**src/rtl/fpx_pkg.sv**
```systemverilog
package fpx_pkg;
  localparam int FSR_W    = 32;
  localparam int NFLAG    = 5;
  localparam int CEXC_LSB = 0;
  localparam int AEXC_LSB = 5;
  localparam int FTT_LSB  = 14;
  localparam int FTT_W    = 3;
  localparam int TEM_LSB  = 23;
  localparam logic [FTT_W-1:0] FTT_IEEE = 3'd1;

  // flag vector bit positions
  typedef enum int {
    FL_NX = 0,
    FL_DZ = 1,
    FL_UF = 2,
    FL_OF = 3,
    FL_NV = 4
  } flag_idx_e;
endpackage

```
**src/rtl/fpx_trap_decide.sv**
```systemverilog
module fpx_trap_decide #(
  parameter int NFLAG = fpx_pkg::NFLAG
) (
  input  logic [NFLAG-1:0] cexc_base_i,
  input  logic [NFLAG-1:0] raw_flags_i,
  input  logic [NFLAG-1:0] tem_i,
  output logic [NFLAG-1:0] cexc_next_o,
  output logic             raised_o,
  output logic             fire_o
);
  logic [NFLAG-1:0] hit;

  assign cexc_next_o = cexc_base_i | raw_flags_i;
  assign raised_o    = |raw_flags_i;

  for (genvar i = 0; i < NFLAG; i++) begin : g_hit
    assign hit[i] = cexc_next_o[i] & tem_i[i];
  end

  assign fire_o = raised_o & (|hit);
endmodule

```
**src/rtl/fpx_status_reg.sv**
```systemverilog
module fpx_status_reg #(
  parameter int FSR_W    = fpx_pkg::FSR_W,
  parameter int NFLAG    = fpx_pkg::NFLAG,
  parameter int CEXC_LSB = fpx_pkg::CEXC_LSB,
  parameter int AEXC_LSB = fpx_pkg::AEXC_LSB,
  parameter int FTT_LSB  = fpx_pkg::FTT_LSB,
  parameter int FTT_W    = fpx_pkg::FTT_W,
  parameter int TEM_LSB  = fpx_pkg::TEM_LSB
) (
  input  logic             clk_i,
  input  logic             rst_ni,
  input  logic             start_i,
  input  logic             done_i,
  input  logic [NFLAG-1:0] flags_i,
  input  logic             wr_en_i,
  input  logic [FSR_W-1:0] wr_data_i,
  input  logic [NFLAG-1:0] cexc_next_i,
  input  logic             raised_i,
  input  logic             fire_i,
  output logic [NFLAG-1:0] cexc_base_o,
  output logic [NFLAG-1:0] tem_o,
  output logic [FSR_W-1:0] fsr_o,
  output logic             trap_o
);
  logic [FSR_W-1:0] fsr_q, fsr_d;
  logic             trap_q, trap_d;

  // start clears cexc before the new flags merge
  assign cexc_base_o = start_i ? '0 : fsr_q[CEXC_LSB +: NFLAG];
  assign tem_o       = fsr_q[TEM_LSB +: NFLAG];

  always_comb begin
    fsr_d  = fsr_q;
    trap_d = 1'b0;
    if (wr_en_i) begin
      fsr_d = wr_data_i;
    end else begin
      if (start_i) begin
        fsr_d[CEXC_LSB +: NFLAG] = '0;
        fsr_d[FTT_LSB +: FTT_W]  = '0;
      end
      if (done_i && raised_i) begin
        fsr_d[CEXC_LSB +: NFLAG] = cexc_next_i;
        if (fire_i) begin
          fsr_d[FTT_LSB +: FTT_W] = fpx_pkg::FTT_IEEE;
          trap_d = 1'b1;
        end else begin
          fsr_d[AEXC_LSB +: NFLAG] = fsr_d[AEXC_LSB +: NFLAG] | cexc_next_i;
        end
      end
    end
  end

  always_ff @(posedge clk_i or negedge rst_ni) begin
    if (!rst_ni) begin
      fsr_q  <= '0;
      trap_q <= 1'b0;
    end else begin
      fsr_q  <= fsr_d;
      trap_q <= trap_d;
    end
  end

  assign fsr_o  = fsr_q;
  assign trap_o = trap_q;


  start_clr_chk: assert property (@(posedge clk_i) disable iff (!rst_ni)
    (start_i && !wr_en_i && !done_i) |=>
      (fsr_q[CEXC_LSB +: NFLAG] == '0 && fsr_q[FTT_LSB +: FTT_W] == '0));


  no_flag_chk: assert property (@(posedge clk_i) disable iff (!rst_ni)
    (done_i && flags_i == '0 && !wr_en_i && !start_i) |=> ($stable(fsr_q) && !trap_q));


  trap_type_chk: assert property (@(posedge clk_i) disable iff (!rst_ni)
    trap_q |-> (fsr_q[FTT_LSB +: FTT_W] == fpx_pkg::FTT_IEEE));


  accrue_chk: assert property (@(posedge clk_i) disable iff (!rst_ni)
    (done_i && !wr_en_i && flags_i != '0) |=>
      (trap_q || ((fsr_q[AEXC_LSB +: NFLAG] & $past(flags_i)) == $past(flags_i))));


  wr_prio_chk: assert property (@(posedge clk_i) disable iff (!rst_ni)
    wr_en_i |=> (fsr_q == $past(wr_data_i) && !trap_q));
endmodule

```
**src/rtl/fpx_status_unit.sv**
```systemverilog
module fpx_status_unit #(
  parameter int FSR_W = fpx_pkg::FSR_W,
  parameter int NFLAG = fpx_pkg::NFLAG
) (
  input  logic             clk_i,
  input  logic             rst_ni,
  input  logic             op_start_i,
  input  logic             op_done_i,
  input  logic [NFLAG-1:0] op_flags_i,
  input  logic             csr_we_i,
  input  logic [FSR_W-1:0] csr_wdata_i,
  output logic [FSR_W-1:0] fsr_o,
  output logic             fp_trap_o
);
  logic [NFLAG-1:0] cexc_base, cexc_next, tem;
  logic             raised, fire;

  fpx_trap_decide #(.NFLAG(NFLAG)) u_decide (
    .cexc_base_i (cexc_base),
    .raw_flags_i (op_flags_i),
    .tem_i       (tem),
    .cexc_next_o (cexc_next),
    .raised_o    (raised),
    .fire_o      (fire)
  );

  fpx_status_reg #(.FSR_W(FSR_W), .NFLAG(NFLAG)) u_reg (
    .clk_i       (clk_i),
    .rst_ni      (rst_ni),
    .start_i     (op_start_i),
    .done_i      (op_done_i),
    .flags_i     (op_flags_i),
    .wr_en_i     (csr_we_i),
    .wr_data_i   (csr_wdata_i),
    .cexc_next_i (cexc_next),
    .raised_i    (raised),
    .fire_i      (fire),
    .cexc_base_o (cexc_base),
    .tem_o       (tem),
    .fsr_o       (fsr_o),
    .trap_o      (fp_trap_o)
  );


  trap_src_chk: assert property (@(posedge clk_i) disable iff (!rst_ni)
    fp_trap_o |-> $past(op_done_i && !csr_we_i && op_flags_i != '0));
endmodule

```
**config.mk**
```make
export PLATFORM = sky130hd
export DESIGN_NAME = fpx_status_unit
export DESIGN_NICKNAME = d
export VERILOG_FILES = /design/src/rtl/fpx_pkg.sv /design/src/rtl/fpx_trap_decide.sv /design/src/rtl/fpx_status_reg.sv /design/src/rtl/fpx_status_unit.sv
export SDC_FILE = /design/constraint.sdc
export NUM_CORES = 1
export LEC_CHECK = 0
export BUFFER_PORTS_ARGS = -buffer_cell sky130_fd_sc_hd__buf_4
export CORE_MARGIN = 3
export CORE_UTILIZATION = 40
export DETAILED_ROUTE_END_ITERATION = 8
export GPL_ROUTABILITY_DRIVEN = 0
export PLACE_DENSITY_LB_ADDON = 0.2
export SLEW_MARGIN = 20
export SYNTH_ARGS = -nofsm -noshare
export SYNTH_HDL_FRONTEND = slang
export SYNTH_SLANG_ARGS = --single-unit
```
**constraint.sdc**
```tcl
create_clock -name clk_i -period 1.3 [get_ports clk_i]
set_input_delay 0.065 -clock clk_i [delete_from_list [all_inputs] [get_ports clk_i]]
set_output_delay 0.065 -clock clk_i [all_outputs]
set_load 0.02 [all_outputs]
```
* Word level (Yosys, flattened, before mapping) *
Cells that the tools add are included.

storage, ports and cells
  register bits after elaboration = 33
  latch bits = 0
  bits in writable memories = 0
  memory bits (read-only) = 0
  output and inout port bits = 33
  word-level logic and storage cells = 29
  memories kept = 0

cells by class
  add/subtract/negate cells = 0
  multipliers = 0
  div/mod/pow operators = 0
  $lt $le $gt $ge = 0
  equal/unequal tests = 1
  shift-type cells = 0
  muxes and demuxes = 11
  bitwise gates (word level) = 8
  reduce and logical (&&, ||, !) cells = 5

operator list
  operator                               count
  2-to-1 mux 10 bit                      2
  2-to-1 mux 3 bit                       4
  2-to-1 mux 5 bit                       2
  bitwise OR 5 bit                       2
  OR reduction 5 bit                     2
  AND 1 bit                              6
  2-to-1 mux 1 bit                       3
  != test 2 bit (second input constant)  1
  AND reduction 2 bit                    1
  nonzero test 2 bit                     1
  logical AND 1 bit                      1

* Logic depth before layout (Yosys ltp) *
Gate-level depths: netlist of the first run.

  depth in word-level cells = 8
  gate-level depth with buffers = 5
  mapped depth without buffers = 5

* Hierarchy *
A second synthesis of the first run with hierarchy kept.

unflattened totals
  cells, all modules = 119
  area, all modules = 1534.0 sq um

by module, submodules not included
  module           times used  cells an instance  area each (sq um)  seq. area each (sq um)
  fpx_status_reg   1           107                1453.9             825.8
  fpx_trap_decide  1           12                 80.1               0.0

* Least setup slack after synthesis of the first run *
OpenSTA, ideal clock, no wires.

  path type = register to register
  start point = register u_reg.fsr_q[3] (netlist: u_reg.fsr_o[3])
  end point = register u_reg.fsr_q[5] (netlist: u_reg.fsr_o[5])
  setup time = 92 ps
  arrival time = 1400 ps
  slack = -192 ps
  stages on the path, launching flop included = 6
  buffers on the path = 0
  period minus slack after synthesis = 1492 ps
  cells stage by stage = dfrtp_1 nor2b_1 o21ai_1 nand3_1 or3_4 o31ai_2

on the way
  word-level cells in the longest chain between the ends = 7

RTL lines
  what                           RTL line               text
  start: declaration             fpx_status_reg.sv:25   logic [FSR_W-1:0] fsr_q, fsr_d;
  start signal: assignment       fpx_status_reg.sv:59   fsr_q <= fsr_d;
  2-to-1 mux 5 bit               -
  bitwise OR 5 bit               fpx_trap_decide.sv:13  assign cexc_next_o = cexc_base_i | raw_flags_i;
  AND 1 bit                      fpx_trap_decide.sv:17  assign hit[i] = cexc_next_o[i] & tem_i[i];
  OR reduction 5 bit             fpx_trap_decide.sv:20  assign fire_o = raised_o & (|hit);
  AND 1 bit                      fpx_trap_decide.sv:20
  != test 2 bit (no line)        -
  AND reduction 2 bit (no line)  -

Every way passes these cells.
A chain may end at the register's enable or synchronous reset.

* Worst setup path in the final report of the first run *
  start point = register u_reg.fsr_q[1] (netlist: u_reg.fsr_o[1])
  end point = register u_reg.fsr_q[9] (netlist: u_reg.fsr_o[9])

The elaborated chain is that of the path after synthesis.

==> summary.md, run 1 <==
| Metric | Value |
|---|---|
| N_diodes | `0` |
| Crit path DAT | `1780 ps` |
| Vias | `1328` |
| MaxCap Viol Count | `0` |
| Failing checks | `negative setup slack` |
| WP buf/inv | `0` |
| Post-DRT Antenna Nets | `0` |
| TritonRoute pass-1 iters | `4` |
| Adder-Cell Fraction of Synth Area | `0%` |
| Global-route wire length before repair | `6500 µm` |
| Number of H-tree levels | `2` |
| Gr ovfl total | `0` |
| Largest family of logic cells by synthesized area | `multiplexers` |
| Post-synthesis xor/xnor area fraction | `0%` |
| Largest stage delay, worst path | `460 ps` |
| Max_slew headroom | `66.9%` |
| CP endpoint kind | `flop` |
| Post-Synthesis Net Count | `about 150` |
| TritonCTS clock tree | `built` |
| WP data required | `roughly 1500 ps` |
| Leakage | `1.22 nW` |
| Compound-Gate Fraction of Synth Area | `13.5%` |
| Via density | `between 4 and 5` |
| Register area share after synthesis | `58.7%` |
| Worst Max-Slew Pin Slew | `496 ps` |
| Synthesized flop and latch total | `33` |
| Crit-path cells | `nor2b_4 > o21ai_2 > nand3_1 > or3_4 > o31ai_4` |
| Period utilization | `119%` |
| Worst hold endpoint | `u_reg.fsr_o[0]` |
| Die Span Y | `between 60 and 70 µm` |
| Type of the tightest min-delay check | `in2reg` |
| Dpl hpwl | `~2700 µm` |
| DP Area | `~2100 µm²` |
| Cells after Synth | `109` |
| Fillers | `208` |
| Root buf cell | `clkbuf_4` |
| # rows | `20` |
| Hold depth | `3` |
| Multiplexer share of the synthesized area | `18.8%` |
| Worst flop-to-flop path endpoint | `u_reg.fsr_o[9]` |
| Setup crit start kind | `flop` |
| DRT Wirelength | `approximately 4000 µm` |
| Number of DRC markers in iteration 0 | `67` |
| Wire per inst | `~14 µm` |
| Worst-path clk slew | `100 ps` |
| Syn Area/Cell | `12.9 µm²` |
| CTS buffer count | `5` |
| Simple-gate portion of the synthesized area | `approximately 7.4%` |
| Final Skew | `12.1 ps` |
| CP max stage cell | `or3_4` |
| DRC | `0` |
| RSZ-0062 raised after global routing | `true` |
| CP delay by family, top | `simple AND/OR/NAND/NOR gates` |
| Die Span X | `65.3 µm` |
| IO Count | `75` |
| Reg2reg path depth | `5` |
| Total negative slack | `-1900 ps` |
| Post-Syn Area | `1410 µm²` |
| Proportion of layout cells with a drive suffix above 1 | `48.1%` |
| Initial antenna violation count | `0` |
| Yosys cell types | `18` |
| Clock Latency Late Sink | `330 ps` |
| Worst hold start | `op_flags_i[0]` |
| Yosys warning total | `0` |
| Crit path max fanout | `5` |
| Fin area | `2580 µm²` |
| Longest Clk Path Bufs | `2` |
| Slew Limit Fails | `0` |
| Core area | `around 3200 µm²` |
| Peak VDD IR | `0.734 mV` |
| Setup CP Type | `reg2reg` |
| Largest net degree at the start of global routing | `38` |
| Final #Nets | `~280` |
| Critical R2R Launch | `u_reg.fsr_o[1]` |
| Final worst slack | `-249 ps` |
| Total power | `2.75 mW` |
| Max Freq | `646 MHz` |
| Outcome | `finished, violations left` |
| Final setup viols | `9` |
| Vias in the first global route | `1408` |
| GRT Util Overall | `between 20% and 30%` |
| Initial Utilization | `~44%` |
| Final worst path period need | `1550 ps` |
| Area grow syn2layout | `83.5%` |
| Pwr per Cell Area | `1070 nW/µm²` |
| Final hold vios | `0` |
| R2R Setup Slk | `-250 ps` |
| Die area | `around 4300 µm²` |
| IO Port Bufs | `74` |
| Clock Sinks | `33` |
| Post-Place Setup Slack | `-160 ps` |
-- stage by stage --
step | cells | util [%] | hold WS (ps)
after floorplan | 109 | - | -231
after global placement | 235 | 66.1 | 21.3
after detailed placement | 235 | 66.1 | 26.0
after CTS | 277 | 79.3 | 26.4
after global routing | 279 | 80.6 | 29.4
final | 279 | 80.6 | 54.4
-- final cells by class --
| class | instances | area, µm² | area share, % |
|---|---|---|---|
| multi-input cells | 71 | 606 | 23.5 |
| well taps | 44 | 55.1 | 2.13 |
| flip-flops and latches | 33 | 830 | 32.1 |
| repair buffers | 123 | 1010 | 39.0 |
| clock inverters | 1 | 30.0 | 1.16 |
| clock buffers | 7 | 55.1 | 2.13 |
-- sequential cells by signal (all words and copies together) (netlist names) --
| register | flops |
|---|---|
| u_reg.fsr_o | 32 |
| u_reg.trap_o | 1 |
-- cell families (layout without fill, tap and decap cells) --
logic type / count (synthesis) / after routing
buf+inv: 5 / 131
simple gates: 21 / 21
flops: 33 / 33
mux: 24 / 24
compound gates: 26 / 26
-- synthesized netlist by cell type --
cell type | count | area, µm²
o21ai_2 | 1 | 8.76
mux2i_1 | 5 | 50.1
nor2b_1 | 5 | 31.3
a22oi_1 | 1 | 7.51
buf_2 | 3 | 15.0
nor2_1 | 7 | 26.3
o21ai_1 | 11 | 55.1
o31ai_2 | 5 | 62.6
or4_1 | 1 | 7.51
nand2_1 | 6 | 22.5
a32o_1 | 2 | 20.0
o21bai_2 | 1 | 11.3
mux2_1 | 19 | 214
nand3_1 | 1 | 5.00
dfrtp_1 | 33 | 826
or3_4 | 1 | 11.3
clkbuf_1 | 2 | 7.51
a21oi_1 | 5 | 25.0
-- timing repair --
item                                    4_1_cts  5_1_grt
resized for setup                             0        4
buffers inserted                              1        2
endpoints found under the setup margin        9        9
hold buffers                                 33        0
pin swaps                                     1        3
hold endpoints to repair                     65        0
-- report_power, final --
group          total, mW  internal [mW]  switching, mW
registers           1.19           1.13         0.0601
logic              0.788          0.422          0.366
clock network      0.777          0.459          0.318
-- per-layer routing --
| metal | global-route usage, % | wire length [µm] | up-vias |
|---|---|---|---|
| met5 | 0 | 0 | - |
| met3 | 5.47 | 224 | 6 |
| met4 | 5.44 | 44 | 0 |
| met1 | 21.7 | 1520 | 633 |
| li1 | - | - | 645 |
| met2 | 38.3 | 2220 | 44 |
-- worst max-delay path by stage --
| stage | from | end | slack (ps) | cells after the start |
|---|---|---|---|---|
| after global routing | u_reg.fsr_o[1] | u_reg.fsr_o[9] | -320 | 5 |
| final | u_reg.fsr_o[1] | u_reg.fsr_o[9] | -250 | 5 |
| after floorplan | u_reg.fsr_o[1] | u_reg.fsr_o[5] | -170 | 5 |
| after CTS | u_reg.fsr_o[1] | u_reg.fsr_o[7] | -180 | 5 |
| after detailed placement | u_reg.fsr_o[1] | u_reg.fsr_o[8] | -160 | 5 |
| after global placement | u_reg.fsr_o[1] | u_reg.fsr_o[7] | -120 | 5 |
-- tightest hold or removal path, stage by stage --
cell and delay [ps]:
buf_4 110, a21oi_1 70, o21ai_1 100
-- placed cells by master, fill, tap and decap left out --
master and n:
mux2_1 19, o31ai_2 3, buf_4 90, a21oi_1 5, clkbuf_4 5, or3_4 1
nor2_1 7, clkbuf_1 1, or4_1 1, dfrtp_1 30, nor2b_4 3, clkbuf_8 1
o21bai_2 1, bufinv_16 1, dlygate4sd3_1 33, o21ai_2 3, o31ai_4 2, nor2b_1 2
a32o_1 2, dfrtp_2 3, nand3_1 1, o21ai_1 9, mux2i_1 5, nand2_1 6
a22oi_1 1
No activity file was read; power rests on OpenSTA's default activity.
==> inputs of run 2 (changes only) <==
PLACE_DENSITY_LB_ADDON = 0.15   (was 0.2)
==> summary.md, run 2 (synthesis results as in run 1) <==
| Metric | Value |
|---|---|
| Hold Slack | `45.3 ps (was 54.4 ps)` |
| Pwr per Cell Area | `984 nW/µm² (was 1070 nW/µm²)` |
| Outcome | `finished, violations left (unchanged)` |
| Hold depth | `3 (unchanged)` |
| GRT Util Overall | `21.5% (was 20.2%)` |
| DRC | `0 (unchanged)` |
| Commonest non-fill, non-tap cells in the layout | `buf_4 (91), dlygate4sd3_1 (33), dfrtp_1 (30), mux2_1 (19), o21ai_1 (8) (was buf_4 (90), dlygate4sd3_1 (33), dfrtp_1 (30), mux2_1 (19), o21ai_1 (9))` |
| Area grow syn2layout | `81.6% (was 83.5%)` |
| Leakage | `1.21 nW (was 1.22 nW)` |
| Final #Nets | `277 (was 276)` |
| Dpl hpwl | `2720 µm (was 2660 µm)` |
| R2R Setup Slk | `-210 ps (was -250 ps)` |
| Die Span X | `65.3 µm (unchanged)` |
| Worst flop-to-flop path endpoint | `u_reg.fsr_o[6] (was u_reg.fsr_o[9])` |
| Number of H-tree levels | `2 (unchanged)` |
| Crit path DAT | `1760 ps (was 1780 ps)` |
| Final worst slack | `-211 ps (was -249 ps)` |
| Die Span Y | `65.3 µm (unchanged)` |
| TritonRoute pass-1 iters | `4 (unchanged)` |
| Final worst path period need | `1510 ps (was 1550 ps)` |
| Period utilization | `116% (was 119%)` |
| Max reg flops | `32 (unchanged)` |
| Proportion of layout cells with a drive suffix above 1 | `49.4% (was 48.1%)` |
| Global-route wire length before repair | `6840 µm (was 6500 µm)` |
| Most common cell after layout, fill and taps aside | `buf_4 (unchanged)` |
| Worst Max-Slew Pin Slew | `445 ps (was 496 ps)` |
| Placed Cells | `235 (unchanged)` |
| Max_slew headroom | `70.3% (was 66.9%)` |
| Clock Sinks | `33 (unchanged)` |
| Max Freq | `662 MHz (was 646 MHz)` |
| Gr ovfl total | `0 (unchanged)` |
| Critical R2R Launch | `u_reg.fsr_o[3] (was u_reg.fsr_o[1])` |
| Final hold vios | `0 (unchanged)` |
| Crit path max fanout | `5 (unchanged)` |
| Number of DRC markers in iteration 0 | `38 (was 67)` |
| # rows | `20 (unchanged)` |
| WP data required | `1540 ps (about the same)` |
| Die area | `4260 µm² (unchanged)` |
| Clock Latency Late Sink | `330 ps (about the same)` |
| CTS buffer count | `5 (unchanged)` |
| RSZ-0062 raised after global routing | `true (unchanged)` |
| Fillers | `215 (was 208)` |
| Total negative slack | `-1520 ps (was -1900 ps)` |
| Final Skew | `8.15 ps (was 12.1 ps)` |
| Worst-path clk slew | `90 ps (was 100 ps)` |
| Post-Place Setup Slack | `-171 ps (was -160 ps)` |
| Final setup viols | `9 (unchanged)` |
| Slew Limit Fails | `0 (unchanged)` |
| IO Count | `75 (unchanged)` |
| Worst hold start | `op_flags_i[3] (was op_flags_i[0])` |
| Root buf cell | `clkbuf_4 (unchanged)` |
| Failing checks | `negative setup slack (unchanged)` |
| Initial antenna violation count | `0 (unchanged)` |
| Core area | `3200 µm² (unchanged)` |
| DP Area | `2120 µm² (unchanged)` |
| Setup CP Type | `reg2reg (unchanged)` |
| Longest Clk Path Bufs | `2 (unchanged)` |
| N_diodes | `0 (unchanged)` |
| Initial Utilization | `43.9% (unchanged)` |
| Wire per inst | `15.0 µm (was 14.4 µm)` |
| MaxCap Viol Count | `0 (unchanged)` |
| Largest net degree at the start of global routing | `35 (was 38)` |
| Crit. Startpoint | `u_reg.fsr_o[3] (was u_reg.fsr_o[1])` |
| Reg2reg path depth | `5 (unchanged)` |
| Final Non-Filler Cells | `279 (unchanged)` |
| Setup crit start kind | `flop (unchanged)` |
| IO Port Bufs | `74 (unchanged)` |
| Peak VDD IR | `0.831 mV (was 0.734 mV)` |
| Vias | `1377 (was 1328)` |
| Type of the tightest min-delay check | `in2reg (unchanged)` |
| Post-DRT Antenna Nets | `0 (unchanged)` |
| CP endpoint kind | `flop (unchanged)` |
| Worst Setup EP | `u_reg.fsr_o[6] (was u_reg.fsr_o[9])` |
| Fin area | `2550 µm² (was 2580 µm²)` |
| Vias in the first global route | `1448 (was 1408)` |
| Via density | `4.94 (was 4.76)` |
| DRT Wirelength | `4200 µm (was 4010 µm)` |
| TritonCTS clock tree | `built (unchanged)` |
## run 2: layer usage
metal | share of wire [%] | vias up | routed length, µm | track usage [%]
li1 | - | 651 | - | -
met1 | 37 | 668 | 1570 | 24.1
met2 | 54 | 51 | 2280 | 38.2
met3 | 6.6 | 7 | 278 | 7.01
met4 | 1.7 | 0 | 71 | 7.51
met5 | 0 | - | 0 | 0
## run 2: how the worst min path moves through the flow
stage | slack [ps] | to
finish | 50 | u_reg.fsr_o[3]
global route | 60 | u_reg.fsr_o[3]
CTS | 30 | u_reg.fsr_o[4]
floorplan | -230 | u_reg.fsr_o[0]
global placement | 30 | u_reg.fsr_o[28]
detailed placement | 20 | u_reg.fsr_o[19]
## run 2: cell type report
cell class | count | area (µm²) | share of cell area [%]
well taps | 44 | 55.1 | 2.16
clock buffers | 6 | 41.3 | 1.62
clock inverters | 1 | 5.00 | 0.196
repair buffers | 124 | 1010 | 39.7
flip-flops and latches | 33 | 830 | 32.5
multi-input cells | 71 | 609 | 23.9
## run 2: where the power goes
group          internal (mW)  total, mW  switching [mW]
combinational          0.429      0.802           0.372
sequential              1.13       1.19          0.0585
clock                  0.199      0.525           0.326
## run 2: worst max-delay path, cell delays in order, from the launching register on
cell,delay [ps]
dfrtp_2,420
nor2b_4,130
o21ai_1,130
nand3_1,120
or3_4,450
o31ai_2,180
## run 2: what timing repair did
action	4_1_cts	5_1_grt
hold buffers	33	0
pin swaps	4	7
buffers inserted	2	3
setup endpoints to repair	9	9
endpoints found under the hold margin	65	0
resized for setup	3	4
## run 2: per-stage QoR
step,util (%),power (mW)
after floorplan,-,1.51
after global placement,66.1,1.87
after detailed placement,66.1,1.89
after CTS,78.8,2.51
after global routing,79.7,2.64
final,79.7,2.51
